<file path="src/rtl/obuf_pkg.sv">
package obuf_pkg;
    localparam int LINES    = 8;
    localparam int LINE_W   = $clog2(LINES);
    localparam int BYTE_W   = 8;
    localparam int CH_W     = 8;
    localparam int POS_W    = 10;
    localparam int PH_W     = 2;
    localparam int GRP_W    = POS_W - PH_W;
    localparam int SLOT_LO_W = 5;

    typedef enum logic [1:0] {
        OM_8X2M  = 2'b00,
        OM_4X4M  = 2'b01,
        OM_2X8M  = 2'b10,
        OM_MIXED = 2'b11
    } omode_e;

    // log2 of clocks per bit
    typedef enum logic [1:0] {
        RATE_8M = 2'd0,
        RATE_4M = 2'd1,
        RATE_2M = 2'd2
    } rate_e;

    function automatic rate_e rate_of(omode_e m, logic [LINE_W-1:0] ln);
        rate_e r;
        case (m)
            OM_8X2M: r = RATE_2M;
            OM_4X4M: r = RATE_4M;
            OM_2X8M: r = RATE_8M;
            default: r = (ln < 3'd2) ? RATE_4M : RATE_2M;
        endcase
        return r;
    endfunction

    function automatic logic line_live(omode_e m, logic [LINE_W-1:0] ln);
        logic v;
        case (m)
            OM_8X2M: v = 1'b1;
            OM_4X4M: v = (ln < 3'd4);
            OM_2X8M: v = (ln < 3'd2);
            default: v = (ln < 3'd6);
        endcase
        return v;
    endfunction
endpackage

</file>
<file path="src/rtl/obuf_frame_timer.sv">
module obuf_frame_timer
    import obuf_pkg::*;
(
    input  logic                 clk,
    input  logic                 rst_n,
    input  logic                 fsync,
    output logic [POS_W-1:0]     pos_o,
    output logic [SLOT_LO_W-1:0] nxt_lo_o
);
    typedef struct packed {
        logic [POS_W-1:0] pos;
    } tmr_t;

    tmr_t tmr_d, tmr_q;

    always_comb begin
        tmr_d = tmr_q;
        if (fsync) tmr_d.pos = '0;
        else       tmr_d.pos = tmr_q.pos + 1'b1;
    end

    always_ff @(posedge clk) begin
        if (!rst_n) tmr_q <= '0;
        else        tmr_q <= tmr_d;
    end

    assign pos_o    = tmr_q.pos;
    assign nxt_lo_o = tmr_d.pos[SLOT_LO_W-1:0];
endmodule

</file>
<file path="src/rtl/obuf_fetch_map.sv">
module obuf_fetch_map
    import obuf_pkg::*;
(
    input  omode_e             mode,
    input  logic [GRP_W-1:0]   grp,
    output logic [CH_W-1:0]    ch_o,
    output logic [LINE_W-1:0]  line_o
);
    logic [2:0] sub;
    logic [4:0] blk;
    logic [4:0] blk_nx;
    logic [4:0] s5_nx;
    logic [5:0] s6_nx;
    logic [6:0] s7_nx;
    logic [2:0] slow_idx;

    always_comb begin
        sub      = grp[2:0];
        blk      = grp[7:3];
        blk_nx   = blk + 5'd1;
        s5_nx    = grp[7:3] + 5'd1;
        s6_nx    = grp[7:2] + 6'd1;
        s7_nx    = grp[7:1] + 7'd1;
        slow_idx = sub - 3'd2;
        ch_o     = '0;
        line_o   = '0;
        case (mode)
            OM_8X2M: begin
                line_o = grp[2:0];
                ch_o   = {grp[2:0], s5_nx};
            end
            OM_4X4M: begin
                line_o = {1'b0, grp[1:0]};
                ch_o   = {grp[1:0], s6_nx};
            end
            OM_2X8M: begin
                line_o = {2'b00, grp[0]};
                ch_o   = {grp[0], s7_nx};
            end
            default: begin
                if (sub < 3'd2) begin
                    line_o = {2'b00, sub[0]};
                    ch_o   = {1'b0, sub[0], blk, 1'b1};
                end else if (sub >= 3'd6) begin
                    line_o = {2'b00, sub[0]};
                    ch_o   = {1'b0, sub[0], blk_nx, 1'b0};
                end else begin
                    line_o = sub;
                    ch_o   = {1'b1, slow_idx[1:0], blk_nx};
                end
            end
        endcase
    end
endmodule

</file>
<file path="src/rtl/obuf_line_ser.sv">
module obuf_line_ser
    import obuf_pkg::*;
(
    input  logic                 clk,
    input  logic                 rst_n,
    input  rate_e                rate,
    input  logic [SLOT_LO_W-1:0] nxt_lo,
    input  logic                 wr_en,
    input  logic                 wr_ok,
    input  logic [BYTE_W-1:0]    wr_byte,
    output logic                 bit_o,
    output logic                 drv_o
);
    typedef struct packed {
        logic [BYTE_W-1:0] shadow;
        logic              shadow_ok;
        logic [BYTE_W-1:0] shreg;
        logic              drv;
    } ser_t;

    ser_t ser_d, ser_q;
    logic load;
    logic step;

    always_comb begin
        case (rate)
            RATE_8M: begin load = (nxt_lo[2:0] == 3'd0); step = 1'b1;                end
            RATE_4M: begin load = (nxt_lo[3:0] == 4'd0); step = (nxt_lo[0] == 1'b0);   end
            default: begin load = (nxt_lo[4:0] == 5'd0); step = (nxt_lo[1:0] == 2'd0); end
        endcase

        ser_d = ser_q;
        if (wr_en) begin
            ser_d.shadow    = wr_byte;
            ser_d.shadow_ok = wr_ok;
        end
        if (load) begin
            ser_d.shreg = ser_q.shadow;
            ser_d.drv   = ser_q.shadow_ok;
        end else if (step) begin
            ser_d.shreg = {ser_q.shreg[BYTE_W-2:0], 1'b0};
        end
    end

    always_ff @(posedge clk) begin
        if (!rst_n) ser_q <= '0;
        else        ser_q <= ser_d;
    end

    assign bit_o = ser_q.shreg[BYTE_W-1];
    assign drv_o = ser_q.drv;
endmodule

</file>
<file path="src/rtl/obuf_serial_out.sv">
module obuf_serial_out
    import obuf_pkg::*;
#(
    parameter int SM_AW = 8
) (
    input  logic               clk,
    input  logic               rst_n,
    input  logic               fsync,
    input  logic [1:0]         mode,
    output logic [CH_W-1:0]    cm_addr,
    input  logic [SM_AW:0]     cm_rdata,
    output logic [SM_AW-1:0]   sm_addr,
    input  logic [BYTE_W-1:0]  sm_rdata,
    output logic [LINES-1:0]   line_sdo,
    output logic [LINES-1:0]   line_oe
);
    localparam logic [PH_W-1:0] PH_CM = 2'd1;
    localparam logic [PH_W-1:0] PH_SM = 2'd2;

    typedef struct packed {
        logic              ok;
        logic [LINE_W-1:0] line;
    } pipe_t;

    omode_e                 mode_e;
    logic [POS_W-1:0]       pos;
    logic [SLOT_LO_W-1:0]   nxt_lo;
    logic [LINE_W-1:0]      fetch_line;
    logic [PH_W-1:0]        ph;
    pipe_t                  pipe_d, pipe_q;

    assign mode_e = omode_e'(mode);
    assign ph     = pos[PH_W-1:0];

    obuf_frame_timer u_tmr (
        .clk      (clk),
        .rst_n    (rst_n),
        .fsync    (fsync),
        .pos_o    (pos),
        .nxt_lo_o (nxt_lo)
    );

    obuf_fetch_map u_map (
        .mode   (mode_e),
        .grp    (pos[POS_W-1:PH_W]),
        .ch_o   (cm_addr),
        .line_o (fetch_line)
    );

    assign sm_addr = cm_rdata[SM_AW-1:0];

    always_comb begin
        pipe_d = pipe_q;
        if (ph == PH_CM) begin
            pipe_d.ok   = ~cm_rdata[SM_AW];
            pipe_d.line = fetch_line;
        end
    end

    always_ff @(posedge clk) begin
        if (!rst_n) pipe_q <= '0;
        else        pipe_q <= pipe_d;
    end

    for (genvar i = 0; i < LINES; i++) begin : g_line
        logic drv;
        logic sbit;
        logic live;
        logic wr;

        assign live = line_live(mode_e, LINE_W'(i));
        assign wr   = (ph == PH_SM) && (pipe_q.line == LINE_W'(i));

        obuf_line_ser u_ser (
            .clk     (clk),
            .rst_n   (rst_n),
            .rate    (rate_of(mode_e, LINE_W'(i))),
            .nxt_lo  (nxt_lo),
            .wr_en   (wr),
            .wr_ok   (pipe_q.ok),
            .wr_byte (sm_rdata),
            .bit_o   (sbit),
            .drv_o   (drv)
        );

        assign line_oe[i]  = drv & live;
        assign line_sdo[i] = drv & live & sbit;
    end
endmodule

</file>
<file path="config.mk">
export PLATFORM = sky130hd
export DESIGN_NAME = obuf_serial_out
export DESIGN_NICKNAME = d
export VERILOG_FILES = /design/src/rtl/obuf_pkg.sv /design/src/rtl/obuf_frame_timer.sv /design/src/rtl/obuf_fetch_map.sv /design/src/rtl/obuf_line_ser.sv /design/src/rtl/obuf_serial_out.sv
export SDC_FILE = /design/constraint.sdc
export NUM_CORES = 1
export LEC_CHECK = 0
export BUFFER_PORTS_ARGS = -buffer_cell sky130_fd_sc_hd__buf_4
export CORE_MARGIN = 4
export CORE_UTILIZATION = 60
export DETAILED_ROUTE_END_ITERATION = 6
export GPL_ROUTABILITY_DRIVEN = 0
export PLACE_DENSITY = 0.89
export SLEW_MARGIN = 40
export SYNTH_ARGS = -nofsm -noshare
export SYNTH_HDL_FRONTEND = slang
export SYNTH_HIERARCHICAL = 1
export SYNTH_SLANG_ARGS = --single-unit
</file>
<file path="constraint.sdc">
create_clock -name clk -period 3.7 [get_ports clk]
set_input_delay 0.74 -clock clk [delete_from_list [all_inputs] [get_ports clk]]
set_output_delay 0.74 -clock clk [all_outputs]
set_load 0.03 [all_outputs]
</file>
After elaboration in Yosys (flattened, before gate mapping)

Index checks and enable logic that the tools add are counted.

Register bits: 158
Bits of input ports: 22
Output and inout port bits: 32
Word-level logic and storage cells: 125

Add/sub/neg operators: 5
Magnitude comparators: 2
Equality and inequality tests: 13
Mux-type cells: 32
Bitwise operators: 17
Reductions and logical operators: 20

Operators with widths:

| cell                  | count |
|---|---|
| $mux 8                | 18 |
| $pmux 8 s3            | 1 |
| $and 1x1->1           | 14 |
| $eq 3x3->1 const B    | 4 |
| $add 10x1->10 const B | 1 |
| $pmux 3 s3            | 1 |
| $eq 2x1->1 const B    | 4 |
| $logic_and 1x1->1     | 8 |
| $logic_not 2->1       | 4 |
| $pmux 1 s2            | 4 |
| $pmux 2 s2            | 2 |
| $add 7x1->7 const B   | 1 |
| $add 6x1->6 const B   | 1 |
| $eq 3x2->1 const B    | 2 |
| $logic_not 3->1       | 2 |
| $mux 3                | 2 |
| $add 5x1->5 const B   | 1 |
| $logic_not 5->1       | 1 |
| $mux 5                | 1 |
| $eq 2x2->1 const B    | 2 |
| $logic_not 4->1       | 1 |
| $reduce_bool 2->1     | 2 |
| $reduce_or 2->1       | 2 |
| $eq 3x1->1 const B    | 1 |
| 5 further kinds       | 9 |

Longest topological paths before layout

Word-level depth: 6
Gate-level depth with buffers: 8
Depth with buffers taken out: 7

Hierarchy

Netlist, hierarchy kept.

Modules (own cells, without submodules):

| module           | instances | cells an instance | area an instance (um2) | seq. area each (um2) |
|---|---|---|---|---|
| obuf_line_ser    | 8         | 82                | 814.5                  | 360.3 |
| obuf_fetch_map   | 1         | 93                | 713.2                  | 0.0 |
| obuf_serial_out  | 1         | 61                | 454.2                  | 80.1 |
| obuf_frame_timer | 1         | 50                | 429.2                  | 200.2 |

Least setup slack after synthesis

No wires, ideal clock.

Path type: input port to flip-flop
Start point: in fsync
End point: reg g_line[0].u_ser.ser_q (netlist bit g_line[0].u_ser/bit_o)
Library setup time: 74 ps
Arrival time: 3,334 ps
Data required time: 3,626 ps
Path slack: 292 ps
Cell stages on the path: 5
Path buffers: 1
Cells stage by stage: nor2_1 > a21oi_2 > or2_2 > clkbuf_1 > a31oi_1

Longest elaborated chain between the ends: 4
Elaborated cells on any way between the ends: 10
Those cells by class: mux: 4; bitwise: 1; reduce/logical: 5

Ends and longest elaborated chain:

| what                                               | line                   | source |
|---|---|---|
| start: declaration                                 | obuf_serial_out.sv:8   | `input logic fsync,` |
| $mux 5 *                                           | obuf_frame_timer.sv:18 | `if (fsync) tmr_d.pos = '0;` |
| $logic_not 5->1 (tied with other cells)            | obuf_line_ser.sv:29    | `default: begin load = (nxt_lo[4:0] == 5'd0); step = (nxt_lo[1:0] == 2'd0); end` |
| $pmux 1 s2                                         | obuf_line_ser.sv:26    | `case (rate)` |
| $mux 8 / $reduce_bool 2->1 (equally long branches) | n/a                    |  |
| end signal: assignment                             | obuf_line_ser.sv:47    | `else ser_q <= ser_d;` |
| end: declaration                                   | obuf_line_ser.sv:21    | `ser_t ser_d, ser_q;` |

Every way passes the cells marked *; elsewhere a longest branch is shown, timed or not.
A chain may end at the register's enable or synchronous reset.

Worst setup path in the final report

Start point: reg u_tmr.tmr_q (netlist bit u_tmr/pos_o[3])
End point: out cm_addr[6]

Longest elaborated chain between the ends: 4
Elaborated cells on any way between the ends: 7
Those cells by class: add/sub: 2; order compare: 2; mux: 3

Ends and longest elaborated chain:

| what                                             | line                                       | source |
|---|---|---|
| start: declaration                               | obuf_frame_timer.sv:14                     | `tmr_t tmr_d, tmr_q;` |
| start signal: assignment                         | obuf_frame_timer.sv:24                     | `else tmr_q <= tmr_d;` |
| $ge 3x3->1 / $sub 2x2->2 (equally long branches) | obuf_fetch_map.sv:44, obuf_fetch_map.sv:24 |  |
| $mux 8                                           | obuf_fetch_map.sv:44                       | `end else if (sub >= 3'd6) begin` |
| $mux 8                                           | obuf_fetch_map.sv:41                       | `if (sub < 3'd2) begin` |
| $pmux 8 s3 *                                     | obuf_fetch_map.sv:27                       | `case (mode)` |
| end: declaration                                 | obuf_serial_out.sv:10                      | `output logic [CH_W-1:0] cm_addr,` |

Marked as above.

==> flow_summary_export.csv <==
group,metric,value,unit
die,die_area,15400,sq um
setup_path,crit_chain,"inv_1, ha_1, nor2_1, o22ai_1, a41oi_1, o21ai_0, buf_4",
min_path,hold_end,"g_line[3].u_ser/drv_o",
setup_path,r2r-start,"u_tmr/pos_o[0]",
yosys,synthCells,860,
setup_path,cpLargestDelayFamily,"flip-flops",
timing,max_slew_margin,50.3,%
detailed_routing,routedWlPerCell,18.6,um
yosys,synth_seq_cells,158,
timing,fin_crit,3.42,ns
yosys,synth.distinct_cells,52,
yosys,synthArstFlopShare,0,%
global_routing,grt.total_usage,24.8,%
final_layout,drive_gt1_share,15.4,%
setup_path,required,2.96,ns
timing,rsz0062_at_grt,"no",
global_routing,grt_max_degree,77,
timing,fmax,292,MHz
detailed_routing,drt-initial-drc-count,548,
timing,fin_ws,0.278,ns
cts,cts_resized,0,
min_path,hold_path.startpoint,"g_line[3].u_ser/ser_q[9]",
yosys,synth_nets,891,
global_routing,antenna_found_initial,0,
timing,setup_viol,0,
setup_path,r2r_setup_slack,0.83,ns
yosys,netlist_area,8110,sq um
yosys,synth-edff-count,0,
yosys,ys.flop_type,"dfxtp_1",
final_layout,antenna_cells,0,
cts,clock_latency,0.43,ns
cts,htree_levels,4,
timing,post-route-period-util,92.5,%
detailed_routing,vias,6764,
yosys,ys_warn_count,6,
setup_path,cp-start-kind,"flop",
setup_path,rr_worst_depth,8,
detailed_routing,drcViolationCount,0,
status,status,"finished, final reports clean",
global_routing,grt_pass1_vias,6150,
cts,cts_tree,"done",
final_layout,num-nets-final,897,
timing,hold_viol_final,0,
cts,clk_transition_reported_paths,0.06,ns
setup_path,cp_max_fo,12,
pwr,leakage,2.88,nW
setup_path,crit_path_top_delay_cell,"dfxtp_1",
setup_path,cp.buffers_inverters,2,
cts,clockBufferDepth,2,
cts,clock_sinks,158,
cts,cts_root_buf,"clkbuf_16",
timing,tns,0,ns
die,placementRows,42,
run,maxCapViolCount,0,
timing,tightest_slew,0.745,ns
setup_path,path_class,"reg2out",
setup_path,critPathCaptureType,"output port",
final_layout,area_delta_synth_final,10.4,%
setup_path,crit_arrival,2.68,ns
global_routing,grt-ovfl-total,0,
timing,hold_ws,0.480,ns
placement,dp_hpwl,12300,um
setup_path,reg2reg_to,"g_line[7].u_ser/ser_q[3]",
placement,numPortBuffers,37,
final_layout,layout.cells.most_common_list,"dfxtp_1 (158), mux2i_1 (80), nor2b_1 (77), nand3_1 (71), o21ai_0 (68)",
die,fp.dieW,124,um
die,initial_utilization,61.3,%
yosys,synth-seq-area-share,39.0,%
final_layout,final_common_cell,"dfxtp_1",
cts,numCtsBuffers,17,
yosys,avgSynthCellArea,9.43,sq um
die,pin_count,54,
min_path,hold_path_class,"reg2reg",
detailed_routing,drt_wl_total,19700,um
pwr,p_per_area,448,nW/um^2
placement,dp_slack,0.636,ns
cts,cts_hold_buf,0,
detailed_routing,first_pass_iters,7,
die,die_y,124,um
pwr,peakVddDrop,285,uV
setup_path,max_stage_delay,0.60,ns
detailed_routing,final_antenna_net_count,0,
global_routing,grt_pass1_wl,32000,um
timing,finClkSkew,0.0216,ns
min_path,hold_path_depth,2,
detailed_routing,avgViaCountPerCell,6.42,
timing,drv_slew,0,
die,coreArea,13200,sq um
cts,post-cts-setup-buffers,0,
==> cells in the mapped netlist, types with 2 or more instances <==
cell       number  area, sq um
a2111o_1        8         90.1
a2111oi_4       8          220
a21boi_0        8         60.1
a21oi_1        10         50.1
a21oi_2         8         70.1
a31oi_1        57          357
and2_1          9         56.3
and3_1         10         62.6
buf_4          13         97.6
buf_6          10          113
clkbuf_1       33          124
clkbuf_8        4         55.1
dfxtp_1       158         3160
ha_1            9          113
inv_1           9         33.8
mux2i_1        80          801
mux4_2          3         67.6
nand2_1        18         67.6
nand2b_1        6         37.5
nand3_1        71          355
nand3b_1        3         22.5
nand4_1         4         25.0
nor2_1         25         93.8
nor2_2          8         50.1
nor2b_1        77          482
nor3_1          2         10.0
nor3b_1         8         60.1
o21a_1         16          120
o21ai_0        68          340
o21ai_2         8         70.1
o22ai_1         4         25.0
o31ai_1        61          458
or2_2           8         50.1
or3_1           2         12.5
or4_1           4         30.0
xnor2_1         6         52.6
xor2_1          9         78.8
==> final cells by class <==
type / instances / area (sq um)
flip-flops and latches: 158 / 3160
inverters: 10 / 40.0
clock inverters: 6 / 130
fillers: 1025 / 4290
well taps: 176 / 220
multi-input cells: 630 / 4540
repair buffers: 49 / 368
clock buffers: 25 / 495
==> cell families (layout without fill, tap and decap cells) <==
| group | after synthesis | in the layout | share of synthesized area, % |
|---|---|---|---|
| multiplexers | 83 | 83 | 10.7 |
| XOR/XNOR | 15 | 15 | 1.62 |
| AO/OA/AOI/OAI | 264 | 264 | 23.8 |
| adder cells (fa/ha/maj) | 9 | 9 | 1.39 |
| buffers and inverters | 72 | 90 | 5.60 |
| AND/OR/NAND/NOR | 259 | 259 | 17.9 |
| flip-flops | 158 | 158 | 39.0 |
==> worst max-delay path by stage <==
stage          cells past startpoint  slack, ns      startpoint                  endpoint
2_1_floorplan                      5       0.29           fsync     g_line[0].u_ser/bit_o
3_3_place_gp                       8       0.76         mode[1]  g_line[7].u_ser/ser_q[5]
3_5_place_dp                       8       0.64         mode[1]  g_line[6].u_ser/ser_q[4]
4_1_cts                            7       0.29  u_tmr/pos_o[3]                cm_addr[6]
5_1_grt                            7       0.08  u_tmr/pos_o[3]                cm_addr[6]
6_report                           7       0.28  u_tmr/pos_o[3]                cm_addr[6]
==> through the flow <==
| stage | utilization, % | std cells | area [sq um] | power, mW |
|---|---|---|---|---|
| 2_1_floorplan | - | 860 | 8110 | 2.12 |
| 3_5_place_dp | 62.9 | 1023 | 8330 | 2.19 |
| 4_1_cts | 67.6 | 1054 | 8950 | 4.03 |
| 3_3_place_gp | 62.7 | 1023 | 8310 | 2.19 |
| 6_report | 67.6 | 1054 | 8950 | 4.01 |
| 5_1_grt | 67.6 | 1054 | 8950 | 4.15 |
==> layer usage <==
| layer | vias to the layer above | part of all wire (%) | wire, um | global-route usage (%) |
|---|---|---|---|---|
| li1 | 3214 | - | - | - |
| met1 | 3194 | 44 | 8630 | 33.8 |
| met2 | 307 | 46 | 9020 | 38.3 |
| met3 | 49 | 7.8 | 1540 | 5.79 |
| met4 | 0 | 2.4 | 465 | 9.67 |
| met5 | - | 0 | 0 | 0 |
==> report_power, final <==
group          switching (mW)  internal [mW]  total, mW
combinational           0.261          0.126      0.387
sequential             0.0310           1.75       1.79
clock                   0.646           1.20       1.84
total                   0.937           3.08       4.01
==> worst reg2reg max path, cell delays in order (launching register included) <==
cell      delay (ns)
dfxtp_1         0.54
ha_1            0.30
nand3_1         0.13
xor2_1          0.21
nor2_2          0.60
buf_4           0.35
a2111o_1        0.31
o21ai_0         0.13
a31oi_1         0.23
==> flip-flops by register name, summed over array words and instances, names as in the netlist <==
signal              cells
g_line.u_ser/ser_q    128
u_tmr/pos_o            10
g_line.u_ser/bit_o      8
g_line.u_ser/drv_o      8
pipe_q                  4
Power figures use the tool's default switching activity.
